File: config.mk
export PLATFORM = sky130hd
export DESIGN_NAME = settings_vault
export DESIGN_NICKNAME = d
export VERILOG_FILES = /design/src/rtl/settings_pkg.sv /design/src/rtl/sv_backing_image.sv /design/src/rtl/sv_shadow_regs.sv /design/src/rtl/sv_unlock_ctl.sv /design/src/rtl/settings_vault.sv
export SDC_FILE = /design/constraint.sdc
export NUM_CORES = 1
export LEC_CHECK = 0
export BUFFER_PORTS_ARGS = -buffer_cell sky130_fd_sc_hd__buf_2
export CORE_MARGIN = 2
export CORE_UTILIZATION = 68
export CTS_CLUSTER_DIAMETER = 30
export DETAILED_ROUTE_END_ITERATION = 16
export PLACE_DENSITY_LB_ADDON = 0.08
export SYNTH_ARGS = -nofsm -noshare
export SYNTH_HDL_FRONTEND = slang
export SYNTH_HIERARCHICAL = 1
export SYNTH_SLANG_ARGS = --single-unit
File: constraint.sdc
create_clock -name clk -period 7.4 [get_ports clk]
set_input_delay 0.37 -clock clk [delete_from_list [all_inputs] [get_ports clk]]
set_output_delay 0.37 -clock clk [all_outputs]
set_load 0.01 [all_outputs]
File: src/rtl/settings_pkg.sv
package settings_pkg;
  localparam int IMG_BYTES = 18;
  localparam int SH_BYTES  = 4;
  localparam int PWD_BYTES = 8;
  localparam int PWD_BASE  = 10;
  localparam int BYTE_W    = 8;
  localparam int ADDR_W    = 5;
  localparam int PWR_IDX   = 8;

  typedef enum logic [1:0] {
    OP_READ   = 2'd0,
    OP_WRITE  = 2'd1,
    OP_UNLOCK = 2'd2,
    OP_BAD    = 2'd3
  } host_op_e;

  typedef enum logic [1:0] {
    LVL_OPEN     = 2'b00,
    LVL_PASSWORD = 2'b01,
    LVL_SEALED   = 2'b10,
    LVL_RSVD     = 2'b11
  } lock_lvl_e;

  function automatic logic [7:0] factory_byte(input int idx);
    case (idx)
      0:       return 8'h7C;
      1:       return 8'h12;
      2:       return 8'h88;
      3:       return 8'h6C;
      4:       return 8'hD8;
      5:       return 8'h04;
      6:       return 8'hDD;
      8:       return 8'h80;
      9:       return 8'h32;
      default: return 8'h00;
    endcase
  endfunction
endpackage

File: src/rtl/sv_backing_image.sv
module sv_backing_image
  import settings_pkg::*;
#(
  parameter int N_BYTES = 18,
  parameter int W       = 8,
  parameter int AW      = 5,
  parameter int PWR_POS = 8,
  parameter logic [W-1:0] PWR_MASK = 8'hE0
) (
  input  logic               clk,
  input  logic               por_n,
  input  logic               wr_en,
  input  logic [AW-1:0]      wr_addr,
  input  logic [W-1:0]       wr_data,
  output logic [N_BYTES*W-1:0] image_flat
);
  logic [W-1:0] mem_q [N_BYTES];

  for (genvar i = 0; i < N_BYTES; i++) begin : g_byte
    localparam logic [AW-1:0] IDX = AW'(i);
    always_ff @(posedge clk or negedge por_n) begin
      if (!por_n)
        mem_q[i] <= W'(factory_byte(i));
      else if (wr_en && wr_addr == IDX)
        mem_q[i] <= (i == PWR_POS) ? (wr_data & PWR_MASK) : wr_data;
    end
    assign image_flat[i*W +: W] = mem_q[i];
  end

  // once the level is 1x, nothing in the backing image may change
  a_r9_sealed_frozen: assert property (@(posedge clk) disable iff (!por_n)
    mem_q[0][1] |=> $stable(image_flat));

  // bits 4:0 of the power byte never hold a one after a write
  a_r10_pwr_low_zero: assert property (@(posedge clk) disable iff (!por_n)
    (wr_en && wr_addr == AW'(PWR_POS)) |=> (mem_q[PWR_POS] & ~PWR_MASK) == '0);
endmodule

File: src/rtl/sv_shadow_regs.sv
module sv_shadow_regs #(
  parameter int N_SH = 4,
  parameter int W    = 8,
  parameter int AW   = 5
) (
  input  logic              clk,
  input  logic              rst_n,
  input  logic [N_SH*W-1:0] src_flat,
  input  logic              wr_en,
  input  logic [AW-1:0]     wr_addr,
  input  logic [W-1:0]      wr_data,
  output logic              busy,
  output logic [N_SH*W-1:0] shadow_flat
);
  localparam int CW = (N_SH > 1) ? $clog2(N_SH) : 1;
  localparam logic [CW-1:0] LAST = CW'(N_SH - 1);

  logic [CW-1:0] cnt_q;
  logic          busy_q;

  always_ff @(posedge clk or negedge rst_n) begin
    if (!rst_n) begin
      cnt_q  <= '0;
      busy_q <= 1'b1;
    end else if (busy_q) begin
      cnt_q <= cnt_q + 1'b1;
      if (cnt_q == LAST) busy_q <= 1'b0;
    end
  end
  assign busy = busy_q;

  for (genvar i = 0; i < N_SH; i++) begin : g_sh
    localparam logic [CW-1:0] CI = CW'(i);
    localparam logic [AW-1:0] AI = AW'(i);
    logic [W-1:0] sh_q;
    always_ff @(posedge clk or negedge rst_n) begin
      if (!rst_n)
        sh_q <= '0;
      else if (busy_q && cnt_q == CI)
        sh_q <= src_flat[i*W +: W];
      else if (!busy_q && wr_en && wr_addr == AI)
        sh_q <= wr_data;
    end
    assign shadow_flat[i*W +: W] = sh_q;
  end

  // the load runs once per reset; busy never comes back
  a_r1_busy_once: assert property (@(posedge clk) disable iff (!rst_n)
    !busy_q |=> !busy_q);

  // the count only moves while loading
  a_r1_count_frozen: assert property (@(posedge clk) disable iff (!rst_n)
    !busy_q |=> $stable(cnt_q));
endmodule

File: src/rtl/sv_unlock_ctl.sv
module sv_unlock_ctl #(
  parameter int N_PWD = 8,
  parameter int W     = 8
) (
  input  logic               clk,
  input  logic               rst_n,
  input  logic               byte_fire,
  input  logic [W-1:0]       byte_data,
  input  logic [N_PWD*W-1:0] pwd_flat,
  output logic               unlocked,
  output logic               attempt_fail
);
  localparam int IW = (N_PWD > 1) ? $clog2(N_PWD) : 1;
  localparam logic [IW-1:0] LAST = IW'(N_PWD - 1);

  logic [IW-1:0] idx_q;
  logic          run_ok_q;
  logic          unl_q;
  logic [W-1:0]  want;
  logic          match;

  always_comb begin
    want = '0;
    for (int i = 0; i < N_PWD; i++)
      if (idx_q == IW'(i)) want = pwd_flat[i*W +: W];
  end
  assign match = (byte_data == want);

  always_ff @(posedge clk or negedge rst_n) begin
    if (!rst_n) begin
      idx_q    <= '0;
      run_ok_q <= 1'b1;
      unl_q    <= 1'b0;
    end else if (byte_fire) begin
      if (idx_q == LAST) begin
        unl_q    <= run_ok_q && match;
        idx_q    <= '0;
        run_ok_q <= 1'b1;
      end else begin
        idx_q    <= idx_q + 1'b1;
        run_ok_q <= run_ok_q && match;
      end
    end
  end

  assign unlocked     = unl_q;
  assign attempt_fail = byte_fire && (idx_q == LAST) && !(run_ok_q && match);

  // the unlock can only open on the last byte of an attempt
  a_r7_open_at_end: assert property (@(posedge clk) disable iff (!rst_n)
    $rose(unl_q) |-> $past(byte_fire && idx_q == LAST));

  // a failed attempt always leaves the bank locked
  a_r7_fail_locks: assert property (@(posedge clk) disable iff (!rst_n)
    attempt_fail |=> !unl_q);
endmodule

File: src/rtl/settings_vault.sv
module settings_vault
  import settings_pkg::*;
#(
  parameter int IMG     = IMG_BYTES,
  parameter int SH      = SH_BYTES,
  parameter int NPWD    = PWD_BYTES,
  parameter int PBASE   = PWD_BASE,
  parameter int BW      = BYTE_W,
  parameter int AW      = ADDR_W,
  parameter int PWR     = PWR_IDX,
  parameter int PINS    = 5,
  parameter int PIN_LSB = 2,
  parameter int SN_BIT  = 7
) (
  input  logic            clk,
  input  logic            por_n,
  input  logic            rst_n,
  input  logic            req_valid,
  output logic            req_ready,
  input  logic [1:0]      req_op,
  input  logic            req_backing,
  input  logic [AW-1:0]   req_addr,
  input  logic [BW-1:0]   req_wdata,
  output logic            rsp_valid,
  input  logic            rsp_ready,
  output logic [BW-1:0]   rsp_data,
  output logic            rsp_err,
  output logic            busy,
  output logic [PINS-1:0] pin_idle_hi,
  output logic            sn_enable
);
  localparam logic [AW-1:0] IMG_LIM = AW'(IMG);
  localparam logic [AW-1:0] SH_LIM  = AW'(SH);

  logic [IMG*BW-1:0] img_flat;
  logic [SH*BW-1:0]  sh_flat;
  logic              unlocked, attempt_fail;
  logic              accept, in_range, in_shadow, bk_allow;
  logic              sh_we, bk_we, unl_fire;
  logic [1:0]        lvl;
  logic [BW-1:0]     rd_img, rd_sh, rd_val;
  logic              err_n;
  logic              rsp_valid_q, rsp_err_q;
  logic [BW-1:0]     rsp_data_q;

  assign req_ready = !busy && (!rsp_valid_q || rsp_ready);
  assign accept    = req_valid && req_ready;
  assign in_range  = req_addr < IMG_LIM;
  assign in_shadow = req_addr < SH_LIM;
  assign lvl       = img_flat[1:0];
  assign bk_allow  = (lvl == LVL_OPEN) || (lvl == LVL_PASSWORD && unlocked);

  assign sh_we    = accept && req_op == OP_WRITE && !req_backing && in_shadow;
  assign bk_we    = accept && req_op == OP_WRITE && req_backing && in_range && bk_allow;
  assign unl_fire = accept && req_op == OP_UNLOCK;

  sv_backing_image #(.N_BYTES(IMG), .W(BW), .AW(AW), .PWR_POS(PWR), .PWR_MASK(8'hE0)) u_bk (
    .clk(clk), .por_n(por_n), .wr_en(bk_we), .wr_addr(req_addr),
    .wr_data(req_wdata), .image_flat(img_flat));

  sv_shadow_regs #(.N_SH(SH), .W(BW), .AW(AW)) u_sh (
    .clk(clk), .rst_n(rst_n), .src_flat(img_flat[SH*BW-1:0]),
    .wr_en(sh_we), .wr_addr(req_addr), .wr_data(req_wdata),
    .busy(busy), .shadow_flat(sh_flat));

  sv_unlock_ctl #(.N_PWD(NPWD), .W(BW)) u_unl (
    .clk(clk), .rst_n(rst_n), .byte_fire(unl_fire), .byte_data(req_wdata),
    .pwd_flat(img_flat[PBASE*BW +: NPWD*BW]),
    .unlocked(unlocked), .attempt_fail(attempt_fail));

  always_comb begin
    rd_img = '0;
    rd_sh  = '0;
    for (int i = 0; i < IMG; i++)
      if (req_addr == AW'(i)) rd_img = img_flat[i*BW +: BW];
    for (int i = 0; i < SH; i++)
      if (req_addr == AW'(i)) rd_sh = sh_flat[i*BW +: BW];
    if (!in_range)                   rd_val = '0;
    else if (!req_backing && in_shadow) rd_val = rd_sh;
    else                             rd_val = rd_img;
  end

  always_comb begin
    case (req_op)
      OP_READ:   err_n = !in_range;
      OP_WRITE:  err_n = req_backing ? (!in_range || !bk_allow) : !in_shadow;
      OP_UNLOCK: err_n = attempt_fail;
      default:   err_n = 1'b1;
    endcase
  end

  always_ff @(posedge clk or negedge rst_n) begin
    if (!rst_n) begin
      rsp_valid_q <= 1'b0;
      rsp_err_q   <= 1'b0;
      rsp_data_q  <= '0;
    end else if (accept) begin
      rsp_valid_q <= 1'b1;
      rsp_err_q   <= err_n;
      rsp_data_q  <= (req_op == OP_READ) ? rd_val : '0;
    end else if (rsp_ready) begin
      rsp_valid_q <= 1'b0;
    end
  end

  assign rsp_valid   = rsp_valid_q;
  assign rsp_err     = rsp_err_q;
  assign rsp_data    = rsp_data_q;
  assign pin_idle_hi = sh_flat[PIN_LSB +: PINS];
  assign sn_enable   = sh_flat[SN_BIT];

  // no request gets in while the load runs
  a_r1_hold_off: assert property (@(posedge clk) disable iff (!rst_n || !por_n)
    busy |-> !req_ready);

  // a stalled response does not move
  a_r11_rsp_hold: assert property (@(posedge clk) disable iff (!rst_n || !por_n)
    (rsp_valid && !rsp_ready) |=> (rsp_valid && $stable(rsp_data) && $stable(rsp_err)));

  // a backing write under a 1x level is answered with an error
  a_r9_sealed_err: assert property (@(posedge clk) disable iff (!rst_n || !por_n)
    (accept && req_op == OP_WRITE && req_backing && lvl[1]) |=> rsp_err);

  // out-of-range reads give zero data and an error
  a_r3_range_err: assert property (@(posedge clk) disable iff (!rst_n || !por_n)
    (accept && req_op == OP_READ && !in_range) |=> (rsp_err && rsp_data == '0));

  // a shadow write to byte 0 shows at the pins on the next clock
  a_r4_shadow_pins: assert property (@(posedge clk) disable iff (!rst_n || !por_n)
    (sh_we && req_addr == '0) |=> (sn_enable == $past(req_wdata[SN_BIT])));
endmodule

==> results.toml, run 1 <==
[power]
p_leak_nw = 5.48
power_switching_mw = 0.870
p_int_mw = 1.71
p_seq_share_pct = 42.6
switching_share_pct = 33.7
max-vdd-ir-drop_v = 0.000177
p_per_area_nw_per_um2 = 213
combPwrFrac_pct = 21.0
clkPwrFrac_pct = 36.4
finalPower_mw = 2.58

[cells_and_area]
final_cell_mix = "dfrtp_1, mux2_2, nand2_1"
fin_nets = 1076
final_area_sq_um = 12100
final_layout_size_suffix_gt1_share_pct = 28.4
fillers = 1190
areaGrowthSynthToFinish_pct = 6.37
antenna_cells = 0
layout_commonest_cell = "dfrtp_1"

[global_route]
grt_pass1_wl_um = 51900
met3_usage_pct = 11.8
grtUsageMet2_pct = 55.4
grt_use_total_pct = 38.6
grt_max_degree = 85
busiest_layer = "met1"
antenna_found_initial = 0
overflow = 0
grtUsageMet1_pct = 57.1
grt_pass1_vias = 8683

[worst_setup_path]
setup.worst_path.end_class = "register"
r2r_slack_ns = 3.62
criticalPathCategory = "reg2reg"
cp_data_arrival_time_ns = 4.12
crit_required_ns = 7.74
startpoint_type = "register"
r2r_cells = 9
rr_startpoint = "u_sh/busy$_DFF_PN1_"
r2r_end = "u_bk/image_flat[31]$_DFFE_PN0P_"
cp_max_fo = 72

[timing]
rsz0062_at_grt = "false"
final.setup.tns_ns = 0
final.min_clock_period_ns = 3.78
relSlewSlack_pct = 9.38
hold_viol = 0
slew_viol_final = 0
hold_ws_ns = 0.0277
clock.fmax_mhz = 265
finClkSkew_ns = 0.0149
fin_crit_sh_pct = 51.1
tightest_slew_ns = 1.36
finalSetupViolCount = 0

[clock_network]
ctsResizeCount = 0
cts_num_sinks = 189
numCtsBuffers = 17
clock_latency_ns = 0.46
cts_max_path_buffers = 2
ctsHoldBuffers = 1
cts_tree = "built"
clk_pin_slew_ns = 0.08
htree_levels = 4
cts_root_buffer = "clkbuf_16"
post-cts-setup-buffers = 0

[placement]
place.gp.congestion = 0.995
io_buffers = 38
place_area_sq_um = 11500
dpl.hpwl_um = 22100

[yosys]
synth_cell_types = 90
synth_xor_area_share_pct = 1.00
synthCells = 1060
ys_async_sr_fraction_pct = 100
synth_top_family_by_area = "multiplexers"
synth_top_area_share_pct = 34.9
synth_mux_area_share_pct = 20.0
yosys.area_share.simple_pct = 13.9
synth_ff_type = "dfrtp_1"
synth_area_leaders = "dfrtp_1, mux2_2, dfstp_2"
synth_compound_area_share_pct = 17.3
avgSynthCellArea_sq_um = 10.7
ys_seq_area_share_pct = 41.9
ys_seq_elements = 189
synth.cell_area_sq_um = 11400
synth_adder_area_share_pct = 1.10
yosysWarnings = 6
synth_edf_count = 0
yosysTopAreaCell = "dfrtp_1"

[detailed_routing]
wl_um = 34000
vias = 9271
route.detailed.drc = 0
postRouteAntennaNets = 0
drt_iter0_markers = 1497
wl_per_cell_um = 26.6
viasPerCell = 7.25
drtPass1Iterations = 6

[die]
dieArea_sq_um = 17800
rows = 47
die_height_um = 133
die_w_um = 133
fp.coreArea_sq_um = 16500
pin_count = 39
start_util_pct = 69.2

[worst_hold_path]
hold_class = "in2async"

[job]
cap_viol_max_count = 0

[run_status]
status = "complete, no violations"
power by group through the flow:
stage	clock, mW	combinational (mW)	sequential (mW)
finish	0.940	0.541	1.10
global route	0.986	0.579	1.10
CTS	0.944	0.524	1.10
detailed placement	0	0.521	1.12
global placement	0	0.513	1.12
floorplan	0	0.409	1.10
worst max-delay path, stage by stage, from the launching register on:
cell and delay [ns]:
dfstp_2 0.36, buf_4 0.33, nor2b_1 0.27, nand2_1 0.32, nor2_1 0.18, nand2_1 0.08, nor2_1 0.61, nor4b_2 0.46
nor2b_1 0.63, mux2_2 0.41
worst max path at each step:
stage	start	cells past startpoint	end
3_5_place_dp	req_addr[2]	8	u_bk/image_flat[31]$_DFFE_PN0P_
6_report	u_sh/busy$_DFF_PN1_	9	u_bk/image_flat[31]$_DFFE_PN0P_
4_1_cts	u_sh/busy$_DFF_PN1_	9	u_bk/image_flat[31]$_DFFE_PN0P_
5_1_grt	u_sh/busy$_DFF_PN1_	9	u_bk/image_flat[31]$_DFFE_PN0P_
3_3_place_gp	u_sh/busy$_DFF_PN1_	9	u_bk/image_flat[31]$_DFFE_PN0P_
2_1_floorplan	req_addr[2]	9	u_bk/image_flat[24]$_DFFE_PN0P_
synth_stat cells (11+ instances only):
| cell type | count |
|---|---|
| a21oi_1 | 36 |
| a221oi_1 | 12 |
| a22oi_1 | 41 |
| a31oi_1 | 43 |
| a32oi_1 | 11 |
| buf_2 | 32 |
| clkbuf_1 | 34 |
| dfrtp_1 | 159 |
| dfstp_2 | 30 |
| inv_1 | 18 |
| mux2_2 | 142 |
| mux2i_1 | 48 |
| nand2_1 | 54 |
| nand2b_1 | 14 |
| nand3_1 | 26 |
| nand3b_1 | 15 |
| nor2_1 | 30 |
| nor2b_1 | 29 |
| o21ai_0 | 48 |
| o21ai_1 | 24 |
| o22ai_1 | 11 |
through the flow:
stage	util [%]	std cells	worst slack, ns
2_1_floorplan	-	1064	4.75
3_3_place_gp	69.8	1245	3.88
3_5_place_dp	69.8	1245	3.76
4_1_cts	73.6	1278	3.72
5_1_grt	73.6	1278	3.42
6_report	73.6	1278	3.62
cell type report:
class | instances | area (sq um) | area share [%]
repair buffers | 51 | 299 | 2.47
inverters | 19 | 71.3 | 0.589
flip-flops and latches | 189 | 4770 | 39.4
clock buffers | 17 | 425 | 3.51
well taps | 220 | 275 | 2.27
clock inverters | 15 | 190 | 1.57
multi-input cells | 767 | 6080 | 50.2
cell families after synthesis:
group | after synthesis
other cells | 1
fa+ha+maj | 10
buf+inv | 108
simple gates | 249
flops | 189
xor+xnor | 13
compound gates | 288
mux | 202
layer usage:
| metal | share of wire (%) | vias up |
|---|---|---|
| met1 | 42 | 4579 |
| met2 | 43 | 660 |
| met3 | 12 | 69 |
| met4 | 2.1 | 0 |
| li1 | - | 3963 |
| met5 | 0 | - |
sequential cells by signal, indices dropped and copies added, names as in the netlist:
name and cells:
u_unl/idx_q 3, u_bk/image_flat 139, rsp_valid 1, u_unl/unlocked 1
u_unl/run_ok_q 1, rsp_data 8, u_sh/cnt_q 2, u_sh/g_sh.sh_q 32
rsp_err 1, u_sh/busy 1
Power figures use the tool's default switching activity.
==> run 2: changes to the inputs <==
--- a/config.mk
+++ b/config.mk
@@ -7,7 +7,7 @@
 export LEC_CHECK = 0
 export BUFFER_PORTS_ARGS = -buffer_cell sky130_fd_sc_hd__buf_2
 export CORE_MARGIN = 2
-export CORE_UTILIZATION = 68
+export CORE_UTILIZATION = 57
 export CTS_CLUSTER_DIAMETER = 30
 export DETAILED_ROUTE_END_ITERATION = 16
 export PLACE_DENSITY_LB_ADDON = 0.08
==> constraint.sdc (replaced) <==
create_clock -name clk -period 3.2 [get_ports clk]
set_input_delay 0.16 -clock clk [delete_from_list [all_inputs] [get_ports clk]]
set_output_delay 0.16 -clock clk [all_outputs]
set_load 0.01 [all_outputs]
==> run 2 against run 1 <==
Net effect: design area grew 2.1%; sequential cell count is the same; largest power group unchanged; sequential share of layout area shrank 0.82 points; critical path type unchanged; clock-buffer cell count grew 1; clock skew shrank 0.0013 ns; clock power grew 120%; combinational power grew 140%; final cell count grew 5.8%; non-clock buffer count grew 29; highest routed layer unchanged; wire length grew 5.8%.
==> results.toml, run 2 (synthesis results as in run 1) <==
[timing]
rsz0062_at_grt = "false"
hold_viol = 0
finalSetupViolCount = 0
tightest_slew_ns = 0.891
finClkSkew_ns = 0.0135
relSlewSlack_pct = 40.1
fin_crit_sh_pct = 85.7
final.setup.tns_ns = 0
final.min_clock_period_ns = 2.74
slew_viol_final = 0
clock.fmax_mhz = 365

[clock_network]
clock_latency_ns = 0.45
cts_tree = "built"
cts_root_buffer = "clkbuf_16"
clk_pin_slew_ns = 0.08
ctsResizeCount = 0
htree_levels = 4
numCtsBuffers = 17
post-cts-setup-buffers = 0
cts_max_path_buffers = 2
cts_num_sinks = 189
ctsHoldBuffers = 3

[placement]
io_buffers = 38
place.gp.congestion = 0.933
dpl.hpwl_um = 24600
dp_cells = 1317

[global_route]
grt_pass1_vias = 8891
overflow = 0
antenna_found_initial = 0
grt_max_degree = 72
grt_use_total_pct = 34.4
grt_pass1_wl_um = 55200

[die]
pin_count = 39
die_w_um = 145
die_height_um = 145
start_util_pct = 58.3
dieArea_sq_um = 21100
rows = 51
fp.coreArea_sq_um = 19500

[worst_hold_path]
hold_path_startpoint = "req_wdata[7]"
min_to = "u_bk/image_flat[135]$_DFFE_PN0P_"
hold_class = "in2reg"
hold_path_depth = 2

[worst_setup_path]
crit_required_ns = 3.50
r2r_end = "rsp_err$_DFFE_PN0P_"
cp_max_fo = 17
r2r_slack_ns = 0.46
cp_data_arrival_time_ns = 3.04
rr_startpoint = "u_unl/idx_q[0]$_DFFE_PN0P_"
startpoint_type = "register"
critPathSlowestCell = "ha_1"
critPathMaxStageDelay_ns = 0.54
criticalPathCategory = "reg2reg"
cp_num_buf_inv = 1
crit_family = "compound AO/OA/AOI/OAI gates"
r2r_cells = 11
cp_cell_sequence = "inv_1 > ha_1 > nand3b_1 > a2bb2oi_1 > a31oi_1 > mux2i_1 > o211ai_2 > nor4_4 > a21oi_1 > nor2_1 > o31ai_1"
setup.worst_path.end_class = "register"

[cells_and_area]
layout_commonest_cell = "dfrtp_1"
fin_cells = 1352
fin_nets = 1105
final_layout_size_suffix_gt1_share_pct = 30.1
areaGrowthSynthToFinish_pct = 8.63
final_cell_mix = "dfrtp_1, mux2_2, nand2_1"
antenna_cells = 0
fillers = 1618
largest_register_ffs = 139

[detailed_routing]
route.detailed.drc = 0
vias = 9260
wl_per_cell_um = 26.6
drt_iter0_markers = 1176
wl_um = 36000
viasPerCell = 6.85
postRouteAntennaNets = 0
drtPass1Iterations = 6

[power]
p_per_area_nw_per_um2 = 478
max-vdd-ir-drop_v = 0.000369
p_leak_nw = 5.62

[run_status]
status = "complete, no violations"

[job]
cap_viol_max_count = 0
==> run 2: cell types whose count changed in the layout (fill, tap and decap cells not counted), sizes merged <==
cell / previous run / this run
buf: 50 / 77
dlygate4sd3: 1 / 3
clkinvlp: 1 / 0
clkbuf: 17 / 18
==> run 2: worst max-delay path by stage <==
stage,endpoint,slack (ns),cells past startpoint,startpoint
global route,rsp_err$_DFFE_PN0P_,0.17,11,u_unl/idx_q[0]$_DFFE_PN0P_
floorplan,u_bk/image_flat[24]$_DFFE_PN0P_,0.71,10,u_sh/busy$_DFF_PN1_
global placement,rsp_err$_DFFE_PN0P_,0.59,11,u_unl/idx_q[0]$_DFFE_PN0P_
detailed placement,rsp_err$_DFFE_PN0P_,0.54,11,u_unl/idx_q[0]$_DFFE_PN0P_
finish,rsp_err$_DFFE_PN0P_,0.46,11,u_unl/idx_q[0]$_DFFE_PN0P_
CTS,rsp_err$_DFFE_PN0P_,0.49,12,u_unl/idx_q[0]$_DFFE_PN0P_
==> run 2: metal layers <==
layer	wire length, um	up-vias	share of wire, %	track usage (%)
met5	0	-	0	0
met4	1120	0	3.1	11.7
li1	-	4018	-	-
met3	3810	73	11	10.9
met2	14900	531	41	46.9
met1	16200	4638	45	51.4
==> run 2: metrics by stage <==
step                util (%)  hold WS, ns  setup slack (ns)  total power, mW  instance area (sq um)
finish                  63.3       0.0882             0.458             5.91                  12400
global placement        60.2        0.104             0.593             3.79                  11800
CTS                     63.3       0.0756             0.492             5.90                  12400
floorplan                  -       -0.136             0.714             3.49                  11400
global route            63.3       0.0784             0.168             6.14                  12400
detailed placement      60.2       0.0963             0.540             3.81                  11800
==> run 2: area by class of cell <==
type	count	area, sq um	share of cell area (%)
multi-input cells	767	6080	49.2
flip-flops and latches	189	4770	38.5
repair buffers	80	534	4.32
clock buffers	18	429	3.47
well taps	265	332	2.68
clock inverters	14	151	1.22
inverters	19	71.3	0.577
==> run 2: power breakdown <==
part	switching [mW]	internal [mW]
clock network	1.07	1.04
registers	0.0585	2.46
logic	0.814	0.472
total	1.94	3.97
